## src/rtl/spi_csel_pkg.sv

```systemverilog
package spi_csel_pkg;

  typedef enum logic [2:0] {
    ST_IDLE,
    ST_LEAD,
    ST_FRAME,
    ST_TRAIL,
    ST_INACT
  } seq_state_e;

  typedef enum logic [1:0] {
    CNT_LEAD,
    CNT_TRAIL,
    CNT_INACT
  } cnt_src_e;

  // control-to-datapath strobes
  typedef struct packed {
    logic     loadAct;  // capture frame setup, counter <- lead
    logic     loadCnt;  // counter <- trail or inact
    cnt_src_e cntSrc;
    logic     decCnt;
    logic     selOn;    // select period active
  } seq_strobe_t;

  localparam int ADDR_CFG  = 0;
  localparam int ADDR_TIME = 1;
  localparam int ADDR_TXB  = 2;

endpackage

```

## src/rtl/spi_csel_ctrl.sv

```systemverilog
module spi_csel_ctrl
  import spi_csel_pkg::*;
(
  input  logic        clk,
  input  logic        rstN,
  input  logic        tbWr,
  input  logic        sclkTick,
  input  logic        shiftDone,
  input  logic        cntZero,
  output seq_strobe_t strb,
  output logic        shiftStart,
  output logic        busy
);

  seq_state_e state, stateNext;
  logic       pending;
  logic       startQ;

  always_comb begin
    stateNext = state;
    strb      = '0;
    strb.cntSrc = CNT_LEAD;
    unique case (state)
      ST_IDLE: begin
        if (tbWr) begin
          stateNext    = ST_LEAD;
          strb.loadAct = 1'b1;
        end
      end
      ST_LEAD: begin
        strb.selOn = 1'b1;
        if (sclkTick) begin
          if (cntZero) stateNext   = ST_FRAME;
          else         strb.decCnt = 1'b1;
        end
      end
      ST_FRAME: begin
        strb.selOn = 1'b1;
        if (shiftDone) begin
          stateNext    = ST_TRAIL;
          strb.loadCnt = 1'b1;
          strb.cntSrc  = CNT_TRAIL;
        end
      end
      ST_TRAIL: begin
        strb.selOn = 1'b1;
        if (sclkTick) begin
          if (cntZero) begin
            stateNext    = ST_INACT;
            strb.loadCnt = 1'b1;
            strb.cntSrc  = CNT_INACT;
          end else begin
            strb.decCnt = 1'b1;
          end
        end
      end
      ST_INACT: begin
        if (sclkTick) begin
          if (cntZero) begin
            if (pending || tbWr) begin
              stateNext    = ST_LEAD;
              strb.loadAct = 1'b1;
            end else begin
              stateNext = ST_IDLE;
            end
          end else begin
            strb.decCnt = 1'b1;
          end
        end
      end
      default: stateNext = ST_IDLE;
    endcase
  end

  always_ff @(posedge clk or negedge rstN) begin
    if (!rstN) begin
      state   <= ST_IDLE;
      pending <= 1'b0;
      startQ  <= 1'b0;
    end else begin
      state  <= stateNext;
      startQ <= (state == ST_LEAD) && sclkTick && cntZero;
      if (strb.loadAct)                     pending <= 1'b0;
      else if (tbWr && (state != ST_IDLE))  pending <= 1'b1;
    end
  end

  assign shiftStart = startQ;
  assign busy       = (state != ST_IDLE);


  idle_start_chk: assert property (@(posedge clk) disable iff (!rstN)
    (state == ST_IDLE && tbWr) |=> (state == ST_LEAD && busy));


  lead_start_chk: assert property (@(posedge clk) disable iff (!rstN)
    (state == ST_LEAD && sclkTick && cntZero) |=> (shiftStart && state == ST_FRAME));


  frame_hold_chk: assert property (@(posedge clk) disable iff (!rstN)
    (state == ST_FRAME && !shiftDone) |=> (state == ST_FRAME && !shiftStart));


  pend_chain_chk: assert property (@(posedge clk) disable iff (!rstN)
    (state == ST_INACT && sclkTick && cntZero && pending) |=> (state == ST_LEAD && !pending));

endmodule

```

## src/rtl/spi_csel_dp.sv

```systemverilog
module spi_csel_dp
  import spi_csel_pkg::*;
#(
  parameter int NSEL = 8,
  parameter int DW   = 8,
  parameter int DLYW = 2,
  parameter int AW   = 2,
  parameter int WW   = 16
) (
  input  logic            clk,
  input  logic            rstN,
  input  logic            regWrEn,
  input  logic [AW-1:0]   regAddr,
  input  logic [WW-1:0]   regWrData,
  input  seq_strobe_t     strb,
  output logic            tbWr,
  output logic            cntZero,
  output logic [NSEL-1:0] selOut,
  output logic [DW-1:0]   shiftData
);

  localparam logic [AW-1:0] A_CFG  = AW'(ADDR_CFG);
  localparam logic [AW-1:0] A_TIME = AW'(ADDR_TIME);
  localparam logic [AW-1:0] A_TXB  = AW'(ADDR_TXB);

  // live registers
  logic [NSEL-1:0] cfgEn, cfgPol;
  logic [DLYW-1:0] cfgLead, cfgTrail, cfgInact;
  // captured at transmit write, waiting to start
  logic [NSEL-1:0] stEn, stPol;
  logic [DLYW-1:0] stLead, stTrail, stInact;
  logic [DW-1:0]   stData;
  // owned by the running frame
  logic [NSEL-1:0] actEn, actPol;
  logic [DLYW-1:0] actTrail, actInact;
  logic [DW-1:0]   actData;
  logic [DLYW-1:0] cnt;

  logic [NSEL-1:0] srcEn, srcPol;
  logic [DLYW-1:0] srcLead, srcTrail, srcInact;
  logic [DW-1:0]   srcData;

  assign tbWr = regWrEn && (regAddr == A_TXB);

  always_ff @(posedge clk or negedge rstN) begin
    if (!rstN) begin
      cfgEn    <= '0;
      cfgPol   <= '0;
      cfgLead  <= '0;
      cfgTrail <= '0;
      cfgInact <= '0;
    end else if (regWrEn) begin
      if (regAddr == A_CFG) begin
        cfgEn  <= regWrData[NSEL-1:0];
        cfgPol <= regWrData[2*NSEL-1:NSEL];
      end
      if (regAddr == A_TIME) begin
        cfgLead  <= regWrData[DLYW-1:0];
        cfgTrail <= regWrData[2*DLYW-1:DLYW];
        cfgInact <= regWrData[3*DLYW-1:2*DLYW];
      end
    end
  end

  always_ff @(posedge clk or negedge rstN) begin
    if (!rstN) begin
      stEn    <= '0;
      stPol   <= '0;
      stLead  <= '0;
      stTrail <= '0;
      stInact <= '0;
      stData  <= '0;
    end else if (tbWr) begin
      stEn    <= cfgEn;
      stPol   <= cfgPol;
      stLead  <= cfgLead;
      stTrail <= cfgTrail;
      stInact <= cfgInact;
      stData  <= regWrData[DW-1:0];
    end
  end

  // a write in the starting cycle bypasses the staging copy
  always_comb begin
    if (tbWr) begin
      srcEn    = cfgEn;
      srcPol   = cfgPol;
      srcLead  = cfgLead;
      srcTrail = cfgTrail;
      srcInact = cfgInact;
      srcData  = regWrData[DW-1:0];
    end else begin
      srcEn    = stEn;
      srcPol   = stPol;
      srcLead  = stLead;
      srcTrail = stTrail;
      srcInact = stInact;
      srcData  = stData;
    end
  end

  always_ff @(posedge clk or negedge rstN) begin
    if (!rstN) begin
      actEn    <= '0;
      actPol   <= '0;
      actTrail <= '0;
      actInact <= '0;
      actData  <= '0;
      cnt      <= '0;
    end else begin
      if (strb.loadAct) begin
        actEn    <= srcEn;
        actPol   <= srcPol;
        actTrail <= srcTrail;
        actInact <= srcInact;
        actData  <= srcData;
        cnt      <= srcLead;
      end else if (strb.loadCnt) begin
        cnt <= (strb.cntSrc == CNT_TRAIL) ? actTrail : actInact;
      end else if (strb.decCnt) begin
        cnt <= cnt - 1'b1;
      end
    end
  end

  assign cntZero   = (cnt == '0);
  assign shiftData = actData;

  for (genvar i = 0; i < NSEL; i++) begin : g_line
    always_comb begin
      if (strb.selOn) selOut[i] = actEn[i] ? actPol[i] : ~actPol[i];
      else            selOut[i] = ~cfgPol[i];
    end
  end


  no_underflow_chk: assert property (@(posedge clk) disable iff (!rstN)
    strb.decCnt |-> (cnt != '0));


  frame_setup_stable_chk: assert property (@(posedge clk) disable iff (!rstN)
    (strb.selOn && $past(strb.selOn) && !$past(strb.loadAct))
      |-> ($stable(actTrail) && $stable(actInact) && $stable(actEn) && $stable(actPol)));

endmodule

```

## src/rtl/spi_csel_seq.sv

```systemverilog
module spi_csel_seq
  import spi_csel_pkg::*;
#(
  parameter int NSEL = 8,
  parameter int DW   = 8,
  parameter int DLYW = 2,
  parameter int AW   = 2,
  parameter int WW   = 16
) (
  input  logic            clk,
  input  logic            rstN,
  input  logic            regWrEn,
  input  logic [AW-1:0]   regAddr,
  input  logic [WW-1:0]   regWrData,
  input  logic            sclkTick,
  input  logic            shiftDone,
  output logic            shiftStart,
  output logic [DW-1:0]   shiftData,
  output logic [NSEL-1:0] selOut,
  output logic            busy
);

  seq_strobe_t strb;
  logic        tbWr;
  logic        cntZero;

  spi_csel_ctrl u_ctrl (
    .clk       (clk),
    .rstN      (rstN),
    .tbWr      (tbWr),
    .sclkTick  (sclkTick),
    .shiftDone (shiftDone),
    .cntZero   (cntZero),
    .strb      (strb),
    .shiftStart(shiftStart),
    .busy      (busy)
  );

  spi_csel_dp #(
    .NSEL(NSEL), .DW(DW), .DLYW(DLYW), .AW(AW), .WW(WW)
  ) u_dp (
    .clk      (clk),
    .rstN     (rstN),
    .regWrEn  (regWrEn),
    .regAddr  (regAddr),
    .regWrData(regWrData),
    .strb     (strb),
    .tbWr     (tbWr),
    .cntZero  (cntZero),
    .selOut   (selOut),
    .shiftData(shiftData)
  );

endmodule

```

## config.mk

```make
export PLATFORM = sky130hd
export DESIGN_NAME = spi_csel_seq
export DESIGN_NICKNAME = d
export VERILOG_FILES = /design/src/rtl/spi_csel_pkg.sv /design/src/rtl/spi_csel_ctrl.sv /design/src/rtl/spi_csel_dp.sv /design/src/rtl/spi_csel_seq.sv
export SDC_FILE = /design/constraint.sdc
export NUM_CORES = 1
export LEC_CHECK = 0
export ABC_AREA = 1
export ABC_CLOCK_PERIOD_IN_PS = 5200
export BUFFER_PORTS_ARGS = -buffer_cell sky130_fd_sc_hd__clkbuf_2
export CORE_ASPECT_RATIO = 1.2
export CORE_UTILIZATION = 27
export CTS_CLUSTER_SIZE = 30
export DETAILED_ROUTE_END_ITERATION = 8
export GPL_TIMING_DRIVEN = 0
export PLACE_DENSITY_LB_ADDON = 0.12
export SYNTH_ARGS = -nofsm -noshare
export SYNTH_HDL_FRONTEND = slang
export SYNTH_HIERARCHICAL = 1
export SYNTH_SLANG_ARGS = --single-unit
```

## constraint.sdc

```tcl
create_clock -name clk -period 5.2 [get_ports clk]
set_clock_uncertainty 0.15 [all_clocks]
set_input_delay 1.04 -clock clk [delete_from_list [all_inputs] [get_ports clk]]
set_output_delay 1.04 -clock clk [all_outputs]
set_load 0.005 [all_outputs]
```

==> summary.md <==
| Metric | Value |
|---|---|
| WL per Instance | `roughly 14 um` |
| H-Tree Depth | `3` |
| Die Height | `roughly 130 um` |
| Data required time of the worst path | `between 4000 and 5000 ps` |
| Hold_buf cts | `0` |
| Slew @ Worst Pin | `between 600 and 700 ps` |
| Clock buffers created by TritonCTS | `9` |
| Post-CTS Setup Repair Bufs | `0` |
| Final Setup Violations | `0` |
| Synth Area in Adders | `0.3399%` |
| Final Core Density | `33.21%` |
| Critical path class | `reg -> out` |
| Layout cell share with drive strength beyond 1 | `19.65%` |
| Std-Cell Rows | `between 40 and 50` |
| Final antenna-violating net count | `0` |
| Tcrit/Tclk final | `approximately two thirds` |
| Post_cts resized | `0` |
| CP Capture Type | `output pin` |
| Final min period | `roughly 3400 ps` |
| Design Area, Final | `4397 um2` |
| WHS Endpoint | `u_dp/stLead[1]` |
| Initial DRC count | `about 130` |
| Warnings from Yosys | `6` |
| FF-to-FF End | `u_dp/cnt[1]` |
| RSZ-0062 raised after global routing | `false` |
| Fill count | `1,418` |
| Total track usage | `roughly 14%` |
| Largest net degree at the start of global routing | `48` |
| CP startpoint | `u_ctrl/state[0]` |
| Sum Neg Setup Slack | `0 ps` |
| CTS Sinks | `87` |
| Largest family of logic cells by synthesized area | `simple AND/OR/NAND/NOR gates` |
| Worst R2R Path Depth | `8` |
| Mux cell area share after synthesis | `under 10%` |
| Clock transition at path regs | `around 60 ps` |
| Skew-Pair Late Insertion Delay | `approximately 340 ps` |
| Fmax | `slightly below 300 MHz` |
| Post-Layout Cell Count | `roughly 630` |
| Yosys top cell by area | `dfrtp_1` |
| MaxCap Viol Count | `0` |
| Pwr Total | `between 2000 and 2500 uW` |
| Placed Cells | `slightly above 600` |
| Via density | `around 4.4` |
| Drt first pass iters | `4` |
| Final GP Congestion | `between 0.7 and 0.8` |
| Area growth, synth to finish | `19.44%` |
| Vias after detailed routing | `between 2,000 and 3,000` |
| Synth Area in Compound Gates | `under 10%` |
| Arrival time worst endpoint | `about 2200 ps` |
| Worst r2r src | `u_ctrl/state[0]` |
| Slew HR | `between 50% and 60%` |
| P_leak | `0.002230 uW` |
| PortBufs | `40` |
| Core area | `about 13,000 um2` |
| Starting density of the core | `27.81%` |
| First-pass GRT wire length | `about 15,000 um` |
| Crit Path Max Fanout | `10` |
| Post-synthesis sequential area ratio | `59.14%` |
| HPWL Detailed | `6036 um` |
| N_diodes | `0` |
| Detailed Route WL | `around 9000 um` |
| Worst min path class | `reg -> reg` |
| Top post-synthesis cells by area | `dfrtp_1 59%, nand2_1 15%, o21ai_0 3.4%` |
| Most frequent cells in the layout | `146 x nand2_1, 87 x dfrtp_1, 39 x clkbuf_2` |
| Post-synth net total | `425` |
| Post-Syn Area | `around 3700 um2` |
| Yosys cell types | `27` |
| Final Max Tran Viols | `0` |
| Area share of the largest cell type after synthesis | `~59%` |
| Final Hold Viols | `0` |
| Hold_sp | `u_dp/stLead[1]` |
| Nets | `477` |
| DR DRC count | `0` |
| CTS tree | `done` |
| Status | `completed` |
| PwrDens | `528.8 nW/um2` |
| Die width | `108.6 um` |
| Xor/xnor cell area share of the yosys netlist | `about 1.9%` |
| FF/Latch Area | `about 2200 um2` |
| Initial antenna violation count | `0` |
| Hold Path Depth | `2` |
| Root buf cell | `clkbuf_16` |
| CTS max path bufs | `2` |
| Cells after synthesis | `about 400` |
| Multi-input logic area | `roughly 1300 um2` |
| Simple logic cell fraction of the synthesized area | `between 20% and 30%` |
| Vias in the first global route | `about 2,800` |
| Flops & latches, synth | `87` |
| Leading cell type in the layout, fill and taps excluded | `nand2_1` |
| Crit start category | `flip-flop` |
| Placed cell areas | `4121 um2` |
| Top-level I/O count | `41` |
| VDD IR max | `194.1 uV` |
| R2r setup slk | `~3000 ps` |
| GRT overflow | `0` |
| Avg Cell Area, Syn | `about 9.2 um2` |
| Die area | `between 10,000 and 15,000 um2` |
-- per-stage QoR --
stage               worst slack (ps)  hold slack (ps)
floorplan                       2434            286.7
global placement                1744            298.9
detailed placement              1749            304.0
CTS                             1644            321.4
global route                    1450            334.9
finish                          1787            317.7
-- registers in the layout (all words and copies together) (netlist names), 3 cells and up --
| name | flops |
|---|---|
| u_dp/cfgEn | 8 |
| u_dp/actEn | 8 |
| u_dp/stEn | 8 |
| u_ctrl/state | 3 |
| u_dp/stData | 8 |
| u_dp/shiftData | 8 |
| u_dp/actPol | 8 |
| u_dp/cfgPol | 8 |
| u_dp/stPol | 8 |
-- critical path: stages, from the launching register on --
cell	delay [ps]
dfrtp_1	450
nor2_2	100
nor2_1	500
clkbuf_1	470
nand2_1	110
o21ai_0	100
clkbuf_2	150
-- synth_stat cells, drive strengths merged --
cell	n
nand2	149
dfrtp	87
o21ai	35
inv	30
nor2	27
a31oi	17
nand3	16
buf	8
clkbuf	8
xnor2	8
mux2	7
nand4	3
a21oi	1
and3b	1
clkinv	1
ha	1
nor3	1
o22ai	1
-- per-layer routing --
layer / up-vias / part of all wire, % / GRT usage, %
met2: 56 / 46 / 22.00
met3: 15 / 3.0 / 2.048
li1: 1383 / - / -
met1: 1331 / 48 / 18.22
met5: - / 0 / 0
met4: 0 / 2.7 / 8.108
-- kinds of logic (layout without fill, tap and decap cells) --
| kind of cell | Yosys count | in the layout |
|---|---|---|
| mux | 7 | 7 |
| flops | 87 | 87 |
| xor+xnor | 8 | 8 |
| simple gates | 197 | 197 |
| buf+inv | 47 | 104 |
| compound gates | 54 | 54 |
| fa+ha+maj | 1 | 1 |
-- worst max-delay path by stage --
stage	slack [ps]	depth (start not counted)	to
floorplan	2430	13	u_dp/cnt[1]
global route	1450	6	selOut[5]
detailed placement	1750	14	u_dp/cnt[1]
CTS	1640	6	selOut[5]
finish	1790	6	selOut[5]
global placement	1740	14	u_dp/cnt[1]
-- report_power, final --
group	leakage, uW	switching [uW]	internal [uW]
combinational	0.00104	409	310
sequential	0.00108	119	884
clock	0.000116	279	323
total	0.00223	808	1520
-- cell type report --
cell class                      instances  area share, %
Sequential cell                        87          49.52
Multi-Input combinational cell        267          29.48
Timing Repair Buffer                   41          5.236
Clock buffer                            9          5.122
Tap cell                              168          4.781
Inverter                               31          2.647
Buffer                                 16          2.077
Clock inverter                          7          1.138
Power figures use the tool's default switching activity.
